--- config.mk ---
export PLATFORM = sky130hd
export DESIGN_NAME = plane_steer
export DESIGN_NICKNAME = d
export VERILOG_FILES = /design/src/rtl/plane_steer_pkg.sv /design/src/rtl/steer_ctrl.sv /design/src/rtl/steer_path.sv /design/src/rtl/plane_steer.sv
export SDC_FILE = /design/constraint.sdc
export NUM_CORES = 1
export LEC_CHECK = 0
export ABC_CLOCK_PERIOD_IN_PS = 2800
export BUFFER_PORTS_ARGS = -buffer_cell sky130_fd_sc_hd__buf_2
export CAP_MARGIN = 20
export CORE_AREA = 2 2 75 77
export DETAILED_ROUTE_END_ITERATION = 7
export DIE_AREA = 0 0 77 79
export PLACE_DENSITY = 0.75
export RECOVER_POWER = 50
export REMOVE_ABC_BUFFERS = 1
export SLEW_MARGIN = 20
export SYNTH_ARGS = -nofsm -noshare
export SYNTH_HDL_FRONTEND = slang
export SYNTH_SLANG_ARGS = --single-unit
--- constraint.sdc ---
create_clock -name clk -period 2.8 [get_ports clk]
set_clock_uncertainty 0.1 [all_clocks]
set_input_delay 0.84 -clock clk [delete_from_list [all_inputs] [get_ports clk]]
set_output_delay 0.84 -clock clk [all_outputs]
set_load 0.03 [all_outputs]
--- src/rtl/plane_steer_pkg.sv ---
package plane_steer_pkg;
  localparam int NumPlanes = 4;
  localparam int ByteW = 8;

  // Configuration handed from the register control to the datapath
  typedef struct packed {
    logic [NumPlanes-1:0] mapMask;
    logic                 chain4;
    logic                 seqOddEven;
    logic                 gcOddEven;
    logic [1:0]           readSel;
    logic [1:0]           memMap;
    logic                 fetchEn;
  } steerCfg_t;

  localparam logic [7:0] SeqIdxReset = 8'd0;
  localparam logic [7:0] SeqIdxMask  = 8'd2;
  localparam logic [7:0] SeqIdxMode  = 8'd4;
  localparam logic [7:0] GcIdxRead   = 8'd4;
  localparam logic [7:0] GcIdxMode   = 8'd5;
  localparam logic [7:0] GcIdxMisc   = 8'd6;
endpackage

--- src/rtl/steer_ctrl.sv ---
module steer_ctrl
  import plane_steer_pkg::*;
(
  input  logic       clk,
  input  logic       rstN,
  input  logic       regWr,
  input  logic [1:0] regSel,
  input  logic [7:0] regData,
  output steerCfg_t  cfg
);
  logic [7:0] seqIdx, gcIdx;
  logic [1:0] resetBits;
  logic [NumPlanes-1:0] mapMask;
  logic chain4, seqOeOff, gcOe;
  logic [1:0] readSel, memMap;

  always_ff @(posedge clk or negedge rstN) begin
    if (!rstN) begin
      seqIdx    <= '0;
      gcIdx     <= '0;
      resetBits <= 2'b11;
      mapMask   <= NumPlanes'(4'b0011);
      chain4    <= 1'b0;
      seqOeOff  <= 1'b0;
      gcOe      <= 1'b1;
      readSel   <= 2'd0;
      memMap    <= 2'b11;
    end else if (regWr) begin
      unique case (regSel)
        2'd0: seqIdx <= regData;
        2'd1: begin
          if (seqIdx == SeqIdxReset) resetBits <= regData[1:0];
          if (seqIdx == SeqIdxMask)  mapMask   <= regData[NumPlanes-1:0];
          if (seqIdx == SeqIdxMode) begin
            chain4   <= regData[3];
            seqOeOff <= regData[2];
          end
        end
        2'd2: gcIdx <= regData;
        2'd3: begin
          if (gcIdx == GcIdxRead) readSel <= regData[1:0];
          if (gcIdx == GcIdxMode) gcOe    <= regData[4];
          if (gcIdx == GcIdxMisc) memMap  <= regData[3:2];
        end
        default: ;
      endcase
    end
  end

  always_comb begin
    cfg.mapMask    = mapMask;
    cfg.chain4     = chain4;
    cfg.seqOddEven = ~seqOeOff;
    cfg.gcOddEven  = gcOe;
    cfg.readSel    = readSel;
    cfg.memMap     = memMap;
    cfg.fetchEn    = &resetBits;
  end
endmodule

--- src/rtl/steer_path.sv ---
module steer_path
  import plane_steer_pkg::*;
#(
  parameter int ADDR_W  = 20,
  parameter int PLANE_AW = 16
) (
  input  steerCfg_t                    cfg,
  input  logic [ADDR_W-1:0]            cpuAddr,
  input  logic [ByteW-1:0]             cpuWrData,
  input  logic                         cpuWr,
  input  logic [NumPlanes*ByteW-1:0]   planeRdData,
  output logic [PLANE_AW-1:0]          planeAddr,
  output logic [NumPlanes-1:0]         planeWe,
  output logic [ByteW-1:0]             planeWrData,
  output logic [ByteW-1:0]             cpuRdData
);
  localparam int OffW = 17;

  logic            inWin;
  logic [OffW-1:0] offset, wrOff, rdOff;
  logic [NumPlanes-1:0] wrSel;
  logic [1:0]      rdPlane;

  // Window decode
  always_comb begin
    unique case (cfg.memMap)
      2'b00: begin inWin = (cpuAddr[19:17] == 3'b101);  offset = cpuAddr[16:0]; end
      2'b01: begin inWin = (cpuAddr[19:16] == 4'hA);    offset = {1'b0, cpuAddr[15:0]}; end
      2'b10: begin inWin = (cpuAddr[19:16] == 4'hB);    offset = {1'b0, cpuAddr[15:0]}; end
      default: begin inWin = (cpuAddr[19:15] == 5'b10111); offset = {2'b00, cpuAddr[14:0]}; end
    endcase
  end

  // Plane selection and offset per access direction
  always_comb begin
    if (cfg.chain4) begin
      wrOff   = offset >> 2;
      wrSel   = NumPlanes'(1) << offset[1:0];
    end else if (cfg.seqOddEven) begin
      wrOff   = offset >> 1;
      wrSel   = offset[0] ? NumPlanes'(4'b1010) : NumPlanes'(4'b0101);
    end else begin
      wrOff   = offset;
      wrSel   = '1;
    end
    if (cfg.chain4) begin
      rdOff   = offset >> 2;
      rdPlane = offset[1:0];
    end else if (cfg.gcOddEven) begin
      rdOff   = offset >> 1;
      rdPlane = {cfg.readSel[1], offset[0]};
    end else begin
      rdOff   = offset;
      rdPlane = cfg.readSel;
    end
  end

  for (genvar p = 0; p < NumPlanes; p++) begin : g_we
    assign planeWe[p] = cpuWr & inWin & cfg.mapMask[p] & wrSel[p];
  end

  assign planeAddr   = cpuWr ? wrOff[PLANE_AW-1:0] : rdOff[PLANE_AW-1:0];
  assign planeWrData = cpuWrData;
  assign cpuRdData   = inWin ? planeRdData[rdPlane*ByteW +: ByteW] : {ByteW{1'b1}};
endmodule

--- src/rtl/plane_steer.sv ---
module plane_steer
  import plane_steer_pkg::*;
#(
  parameter int ADDR_W   = 20,
  parameter int PLANE_AW = 16
) (
  input  logic                       clk,
  input  logic                       rstN,
  input  logic                       regWr,
  input  logic [1:0]                 regSel,
  input  logic [7:0]                 regData,
  input  logic [ADDR_W-1:0]          cpuAddr,
  input  logic [7:0]                 cpuWrData,
  input  logic                       cpuWr,
  input  logic                       cpuRd,
  input  logic [31:0]                planeRdData,
  output logic [PLANE_AW-1:0]        planeAddr,
  output logic [3:0]                 planeWe,
  output logic [7:0]                 planeWrData,
  output logic [7:0]                 cpuRdData,
  output logic                       fetchEn
);
  steerCfg_t cfg;
  logic      rdUnused;

  steer_ctrl i_ctrl (
    .clk(clk), .rstN(rstN), .regWr(regWr), .regSel(regSel),
    .regData(regData), .cfg(cfg)
  );

  steer_path #(.ADDR_W(ADDR_W), .PLANE_AW(PLANE_AW)) i_path (
    .cfg(cfg), .cpuAddr(cpuAddr), .cpuWrData(cpuWrData), .cpuWr(cpuWr),
    .planeRdData(planeRdData), .planeAddr(planeAddr), .planeWe(planeWe),
    .planeWrData(planeWrData), .cpuRdData(cpuRdData)
  );

  assign fetchEn  = cfg.fetchEn;
  assign rdUnused = cpuRd;
endmodule

==> results of run 1 <==
==> power by group <==
group | switching (mW) | internal (mW) | total, mW | leakage [nW]
clock network | 0.148 | 0.222 | 0.369 | 0.0542
logic | 0.228 | 0.250 | 0.478 | 1.15
registers | 0.0421 | 0.485 | 0.527 | 0.345
total | 0.418 | 0.956 | 1.37 | 1.55
==> worst max-delay path by stage <==
stage | to | slack (ps) | depth (start not counted)
global route | cpuRdData[7] | -470 | 8
finish | cpuRdData[7] | -350 | 7
detailed placement | cpuRdData[7] | -420 | 7
CTS | cpuRdData[7] | -380 | 8
floorplan | planeAddr[0] | -490 | 3
global placement | cpuRdData[4] | -390 | 7
==> state kept, by name (all words and copies together) (netlist names) <==
signal,cells
i_ctrl.chain4,1
i_ctrl.gcIdx,8
i_ctrl.gcOe,1
i_ctrl.mapMask,4
i_ctrl.memMap,2
i_ctrl.readSel,2
i_ctrl.resetBits,2
i_ctrl.seqIdx,8
i_ctrl.seqOeOff,1
==> cell families (layout without fill, tap and decap cells) <==
family | count (synthesis) | count (layout)
AO/OA/AOI/OAI | 23 | 23
XOR/XNOR | 1 | 1
buffers and inverters | 18 | 127
adder cells (fa/ha/maj) | 3 | 3
AND/OR/NAND/NOR | 55 | 55
flip-flops | 29 | 29
multiplexers | 70 | 70
==> Yosys cell counts (all sizes together) (5+ instances only) <==
master,number,share of area [%]
mux2i,41,20
mux2,29,15
dfrtp,22,26
nand2,22,3.9
o21ai,16,3.9
buf,12,5.1
or2,8,2.3
dfstp,7,8.6
nand3b,5,1.8
nor3b,5,2.5
==> metal layers <==
| layer | vias to the layer above | GRT usage (%) | wire length, um |
|---|---|---|---|
| li1 | 936 | - | - |
| met1 | 889 | 18.01 | 1950 |
| met3 | 7 | 5.455 | 342 |
| met2 | 77 | 29.74 | 2573 |
| met5 | - | 0 | 0 |
| met4 | 0 | 4.821 | 51 |
==> through the flow <==
stage / utilization (%) / std cells
floorplan: - / 184
global placement: 51.31 / 365
detailed placement: 51.31 / 365
CTS: 57.34 / 379
global route: 58.18 / 380
finish: 58.18 / 380
==> area by class of cell <==
| class | count | share of cell area (%) |
|---|---|---|
| multi-input cells | 152 | 43.88 |
| repair buffers | 116 | 25.87 |
| flip-flops and latches | 29 | 23.65 |
| clock buffers | 7 | 3.102 |
| well taps | 72 | 2.901 |
| inverters | 3 | 0.4432 |
| clock inverters | 1 | 0.1612 |
==> what timing repair did <==
item,4_1_cts,5_1_grt
gates resized for setup,49,18
pin swaps,20,5
endpoints found under the setup margin,26,27
buffers inserted,6,2
==> reports/results.tsv, run 1 <==
metric	value	unit
drv_cap	1	
relSlewSlack	-0.3397	%
hp-start	i_ctrl.gcIdx[2]$_DFFE_PN0P_	
cts_root_buffer	clkbuf_8	
synth-main-ff-cell	dfrtp_1	
cp_top_family	flip-flops	
power_density	442.6	nW/um2
ant_nets	0	
clk_pin_slew_worst_paths	60	ps
fp.dieH	79	um
cp.required	1860	ps
worstPathArrival	2210	ps
start_kind	flip-flop	
final_area	3105	um2
synthAdderAreaFrac	1.757	%
ys_warn_count	0	
cts_max_level	2	
hold_depth	1	
status	finished with violations	
synth_simple_gate_area_share	15.29	%
final_cell_mix	buf_2 (68), mux2i_1 (39), mux2_2 (29)	
gp_congestion	0.7636	
max_freq	317.1	MHz
cts_tree	done	
grt.overflow.total	0	
antennaDiodeCount	0	
worstReg2RegEnd	i_ctrl.readSel[0]$_DFFE_PN0P_	
crit_slowest_cell	dfstp_2	
drc_errors	0	
cp-end-kind	output pin	
grt_pass1_vias	1940	
hold_viol_final	0	
ys_async_sr_fraction	100.0	%
synth_top_family_by_area	multiplexers	
period_share	112.6	%
ir_worst_vdd	0.0003650	V
clk_path_buf_depth	2	
layout_commonest_cell	buf_2	
core	5338	um2
path_buf_inv	3	
mappedNetlistArea	2136	um2
ys_seq_area_share	34.39	%
placed_area	2739	um2
io_buffers	94	
r2r_cells	4	
violations	max-capacitance violations, max-slew violations, negative setup slack	
clock_sinks	29	
grt_start_max_net_pins	30	
holdPathEnd	i_ctrl.gcIdx[2]$_DFFE_PN0P_	
grt_pass1_wl	8.176	mm
clock_latency	270	ps
fin_nets	385	
pre_cts_slack	-420.2	ps
fillCellCount	496	
rsz0062_at_grt	true	
postCtsHoldBufs	0	
dieArea	6083	um2
setup_viol	14	
floorplan.initialDensity	40.01	%
timing.hold.ws	405.8	ps
slew_violations	29	
setup_ws	-353.9	ps
die_x	77	um
syn_inst	199	
hold_class	flip-flop to flip-flop	
ff_latch_area	734.5	um2
wl_per_cell	12.94	um
fin_crit	3154	ps
power_leakage	1.551	nW
max_stage_delay	590	ps
cts_buffers	5	
synth_compound_area_share	6.327	%
multi_input_area	1363	um2
tightest_slew	1505	ps
cp_max_fo	8	
yosys_register_bits	29	
drtPass1Iterations	4	
routed_via_density	5.024	
path_cells	inv_2 -> ha_4 -> a211oi_1 -> a2111o_1 -> buf_12 -> or2_1 -> buf_6	
track_usage	16.28	%
areaGrowthSynthToFinish	45.40	%
startpoint	i_ctrl.memMap[1]$_DFFE_PN1P_	
crit_type	flip-flop to output pin	
regToRegStartpoint	i_ctrl.gcIdx[4]$_DFFE_PN0P_	
totalNegativeSetupSlack	-3909	ps
synth-xor-area-share	0.4101	%
synth_cell_types	32	
drtIter0Drc	28	
dpl.hpwl	3.807	mm
rows	27	
grt_antenna_before_repair	0	
num_vias	1909	
power	1.374	mW
io_pins	112	
synthMuxAreaShare	35.68	%
reg2reg_slack	1060	ps
syn_avg_cell_area	10.73	um2
layout-drive-gt1-share	57.47	%
synth_edf_count	0	
drt-total-wl	4.918	mm
(Power assumes the default switching activity.)
==> inputs of run 2 (changes only) <==
Settings changed: ABC_AREA set to 1, CORE_AREA 2 2 75 77 to 2 2 82 84, DIE_AREA 0 0 77 79 to 0 0 84 86, PLACE_DENSITY 0.75 to 0.73.
==> reports/results.tsv, run 2 <==
metric	value	unit
status	finished with violations	
violations	max-capacitance violations	
clock_latency	280	ps
synthAdderAreaFrac	1.438	%
yosysMostFrequentCell	nand2_1	
die_x	84	um
worstPathArrival	1830	ps
dieArea	7224	um2
syn_avg_cell_area	6.014	um2
reg2reg_slack	1440	ps
rsz0062_at_grt	true	
synth_cell_types	28	
wl_per_cell	11.35	um
yosys.area.top_type	dfrtp_1	
floorplan.initialDensity	41.58	%
max_stage_delay	170	ps
path_cells	buf_2 -> inv_1 -> nand2_1 -> o21ai_4 -> inv_2 -> nand3_1 -> nand3_4 -> buf_6	
p_switching	762.1	uW
syn_inst	434	
synth_edf_count	0	
p_int	996.5	uW
yosys_register_bits	29	
slew_violations	0	
final_core_util	55.99	%
track_usage	18.36	%
cts_buffers	5	
synth-xor-area-share	0	%
placed_area	3151	um2
drv_cap	1	
layout-drive-gt1-share	29.71	%
gp_congestion	0.8478	
final_area	3515	um2
routed_via_density	4.962	
cp_top_family	buffers and inverters	
combPwrFrac	49.9	%
setup_ws	28.23	ps
drt-total-wl	6.832	mm
regToRegStartpoint	i_ctrl.gcIdx[5]$_DFFE_PN0P_	
worstReg2RegEnd	i_ctrl.memMap[1]$_DFFE_PN1P_	
synth_compound_area_share	17.74	%
clk_path_buf_depth	2	
r2r_cells	6	
power_leakage	1.847	nW
swShare	43.34	%
ir_worst_vdd	0.0003530	V
path_buf_inv	4	
relSlewSlack	0.6477	%
max_freq	360.8	MHz
mappedNetlistArea	2610	um2
netlist_top_cells_count	nand2_1 (115), inv_1 (73), nand3_1 (54)	
grt_antenna_before_repair	0	
power_density	500.4	nW/um2
dpl.hpwl	5.030	mm
start_kind	input port	
startpoint	cpuAddr[1]	
core	6277	um2
seq_power_share	32.0	%
cts_max_level	2	
cp.depth	8	
layout_commonest_cell	nand2_1	
cp_max_fo	8	
clk_pin_slew_worst_paths	60	ps
fin_nets	602	
ys_warn_count	0	
io_pins	112	
grt_pass1_vias	2668	
setup_viol	0	
hold_viol_final	0	
clock_sinks	29	
fillCellCount	630	
hp-start	i_ctrl.readSel[0]$_DFFE_PN0P_	
hold_class	flip-flop to flip-flop	
drtPass1Iterations	4	
synth_top_area_share	21.09	%
synth_simple_gate_area_share	35.86	%
crit_type	input port to output pin	
tightest_slew	1490	ps
ff_latch_area	735.7	um2
pre_cts_slack	-9.640	ps
fp.dieH	86	um
clockPowerShare	18.2	%
ant_nets	0	
period_share	98.99	%
crit_slowest_cell	o21ai_4	
grt_start_max_net_pins	30	
multi_input_area	1593	um2
synthMuxAreaShare	0	%
top_regs	i_ctrl.gcIdx (8), i_ctrl.seqIdx (8), i_ctrl.mapMask (4)	
io_buffers	94	
synth_top_family_by_area	simple AND/OR/NAND/NOR gates	
synth-main-ff-cell	dfrtp_1	
final_cell_mix	nand2_1 (110), inv_1 (71), buf_2 (71)	
rows	29	
drc_errors	0	
cp.required	1860	ps
totalNegativeSetupSlack	0	ps
ys_async_sr_fraction	100.0	%
grt_pass1_wl	11.27	mm
cts_tree	done	
synth_area_leaders	dfrtp_1 (21%), nand2_1 (17%), inv_1 (10%), nand3_1 (10%), o21ai_0 (8.1%)	
timing.hold.ws	378.1	ps
drtIter0Drc	129	
areaGrowthSynthToFinish	34.66	%
antennaDiodeCount	0	
num_vias	2987	
cts_root_buffer	clkbuf_8	
grt.overflow.total	0	
cp-endpoint	cpuRdData[7]	
fin_crit	2772	ps
cp-end-kind	output pin	
ys_seq_area_share	28.14	%
## run 2: worst register-to-register path, stage by stage (launching register included)
cell,delay [ps]
dfrtp_1,380
nor2_1,110
and2_0,300
and2_1,210
nand2_1,80
nand2_1,60
nand2_1,40
## run 2: through the flow
stage | power (mW) | instances
3_3_place_gp | 1.322 | 592
5_1_grt | 1.898 | 602
2_1_floorplan | 1.092 | 409
6_report | 1.759 | 602
4_1_cts | 1.685 | 602
3_5_place_dp | 1.345 | 592
## run 2: layer usage
metal | vias up | routed length, um | track usage (%)
li1 | 1567 | - | -
met1 | 1324 | 3018 | 23.00
met2 | 85 | 3404 | 32.00
met3 | 11 | 307 | 3.946
met4 | 0 | 102 | 5.279
met5 | - | 0 | 0
## run 2: how the worst min path moves through the flow
| stage | cells after the start | to |
|---|---|---|
| 2_1_floorplan | 2 | i_ctrl.readSel[0]$_DFFE_PN0P_ |
| 3_3_place_gp | 2 | i_ctrl.readSel[0]$_DFFE_PN0P_ |
| 3_5_place_dp | 2 | i_ctrl.memMap[0]$_DFFE_PN1P_ |
| 4_1_cts | 2 | i_ctrl.readSel[0]$_DFFE_PN0P_ |
| 5_1_grt | 2 | i_ctrl.gcIdx[2]$_DFFE_PN0P_ |
| 6_report | 2 | i_ctrl.readSel[0]$_DFFE_PN0P_ |
## run 2: area by class of cell
type,instances,area share (%)
inverter,76,8.188
tap,77,2.741
multi-input combinational,304,45.32
clock buffer,6,2.065
timing repair buffer,108,20.47
clock inverter,2,0.2848
sequential,29,20.93
## run 2: logic make-up after synthesis
logic type / after synthesis
compound gates: 82
flops: 29
buf+inv: 101
fa+ha+maj: 3
simple gates: 219
## run 2: power groups by stage
stage | Clock [mW] | Sequential [mW] | Combinational, mW
6_report | 0.320 | 0.562 | 0.877
4_1_cts | 0.331 | 0.560 | 0.794
5_1_grt | 0.352 | 0.573 | 0.973
3_5_place_dp | 0 | 0.567 | 0.778
3_3_place_gp | 0 | 0.565 | 0.758
2_1_floorplan | 0 | 0.562 | 0.530
## run 2: timing repair
item,in CTS,in global routing
pin swaps,3,8
resized for setup,13,74
hold buffers,0,0
endpoints found under the setup margin,12,27
buffers inserted,2,0
==> inputs of run 3 (changes only) <==
Settings changed: CORE_AREA 2 2 82 84 to 2 2 76 78, DIE_AREA 0 0 84 86 to 0 0 78 80, PLACE_DENSITY 0.73 to 0.83.
==> reports/results.tsv, run 3 (synthesis results as in run 2) <==
metric	value	unit
tightest_slew	1449	ps
grt.overflow.total	0	
final_area	3477	um2
cp_max_fo	4	
cts_buffers	5	
drtPass1Iterations	4	
status	completed	
track_usage	20.83	%
clk_path_buf_depth	2	
grt_pass1_wl	10.74	mm
cts_root_buffer	clkbuf_8	
floorplan.initialDensity	48.29	%
drt-total-wl	6.778	mm
fin_crit	2761	ps
layout-drive-gt1-share	29.76	%
power	1.805	mW
power_leakage	1.863	nW
final_cell_mix	nand2_1 (112), inv_1 (73), buf_2 (70)	
io_pins	112	
postCtsHoldBufs	0	
dpl.hpwl	5.050	mm
drv_cap	0	
fin_nets	608	
drc_errors	0	
power_density	519.1	nW/um2
cp-end-kind	output pin	
hold_class	flip-flop to flip-flop	
placed_area	3107	um2
slew_violations	0	
top_regs	i_ctrl.gcIdx (8), i_ctrl.seqIdx (8), i_ctrl.mapMask (4)	
drtIter0Drc	187	
core	5405	um2
clock_latency	280	ps
gp_congestion	0.8680	
final_core_util	64.33	%
cts_max_level	2	
timing.hold.ws	382.7	ps
clock_sinks	29	
die_x	78	um
cp.required	1860	ps
routed_via_density	5.012	
fillCellCount	515	
grt_start_max_net_pins	30	
final_cells	603	
ir_worst_vdd	0.0005608	V
num_vias	3022	
crit_type	flip-flop to output pin	
dp.cells	587	
period_share	98.61	%
hold_viol_final	0	
dieArea	6240	um2
fp.dieH	80	um
layout_commonest_cell	nand2_1	
ant_nets	0	
grt_antenna_before_repair	0	
grt_pass1_vias	2568	
setup_viol	0	
max_freq	362.2	MHz
io_buffers	94	
rsz0062_at_grt	true	
start_kind	flip-flop	
cts_tree	done	
worstPathArrival	1820	ps
areaGrowthSynthToFinish	33.22	%
relSlewSlack	3.389	%
wl_per_cell	11.24	um
rows	27	
antennaDiodeCount	0	
clk_pin_slew_worst_paths	60	ps
==> run 3: changes by cell type in the layout (fill, tap and decap cells not counted), sizes merged <==
cell    previous run  this run
buf              103       111
clkbuf            11        10
clkinv             2         1
==> run 3: worst max-delay path, cell delays in order (launching register included) <==
cell,delay (ps)
dfstp_2,530
inv_1,80
ha_4,290
nand3_4,80
a21oi_4,170
nand2_2,110
nor2_1,120
buf_4,180
==> run 3: path summary, 6_finish.rpt <==
path	startpoint	end	slack (ps)	cells after the start
worst min-delay path	i_ctrl.readSel[0]$_DFFE_PN0P_	i_ctrl.readSel[0]$_DFFE_PN0P_	380	2
worst min register to register	i_ctrl.readSel[0]$_DFFE_PN0P_	i_ctrl.readSel[0]$_DFFE_PN0P_	380	2
max in group asynchronous	rstN	i_ctrl.chain4$_DFFE_PN0P_	860	1
worst max-delay path	i_ctrl.memMap[0]$_DFFE_PN1P_	planeWe[1]	40	7
min in group asynchronous	rstN	i_ctrl.gcIdx[7]$_DFFE_PN0P_	780	1
worst max register to register	i_ctrl.gcIdx[5]$_DFFE_PN0P_	i_ctrl.memMap[0]$_DFFE_PN1P_	1450	6
==> run 3: metrics by stage <==
stage / setup WS [ps] / TNS (ps)
2_1_floorplan: 48.00 / 0
3_3_place_gp: 32.47 / 0
3_5_place_dp: 22.37 / 0
4_1_cts: 10.67 / 0
5_1_grt: -37.48 / -252.9
6_report: 38.89 / 0
==> run 3: metal layers <==
metal / vias up / global-route usage, % / wire (um)
met4: 0 / 7.368 / 77
li1: 1574 / - / -
met5: - / 0 / 0
met3: 8 / 5.090 / 307
met1: 1359 / 25.07 / 3010
met2: 81 / 36.21 / 3383
==> run 3: repair_timing <==
item | CTS | global route
setup buffers | 2 | 6
setup endpoints to repair | 13 | 24
gates resized for setup | 17 | 54
pin swaps | 1 | 2
endpoints found under the hold margin | 0 | 0
==> run 3: area by class of cell <==
class	count	area [um2]	share of cell area, %
clock inverter	1	5.005	0.1439
clock buffer	7	96.34	2.771
multi-input combinational	304	1543	44.37
inverter	76	285.3	8.204
tap	72	90.09	2.591
sequential	29	735.7	21.16
timing repair buffer	114	721.9	20.76
==> run 3: power breakdown <==
| group | switching (mW) | leakage [nW] | internal [mW] |
|---|---|---|---|
| logic | 0.546 | 1.46 | 0.332 |
| registers | 0.0540 | 0.353 | 0.500 |
| clock network | 0.152 | 0.0542 | 0.221 |
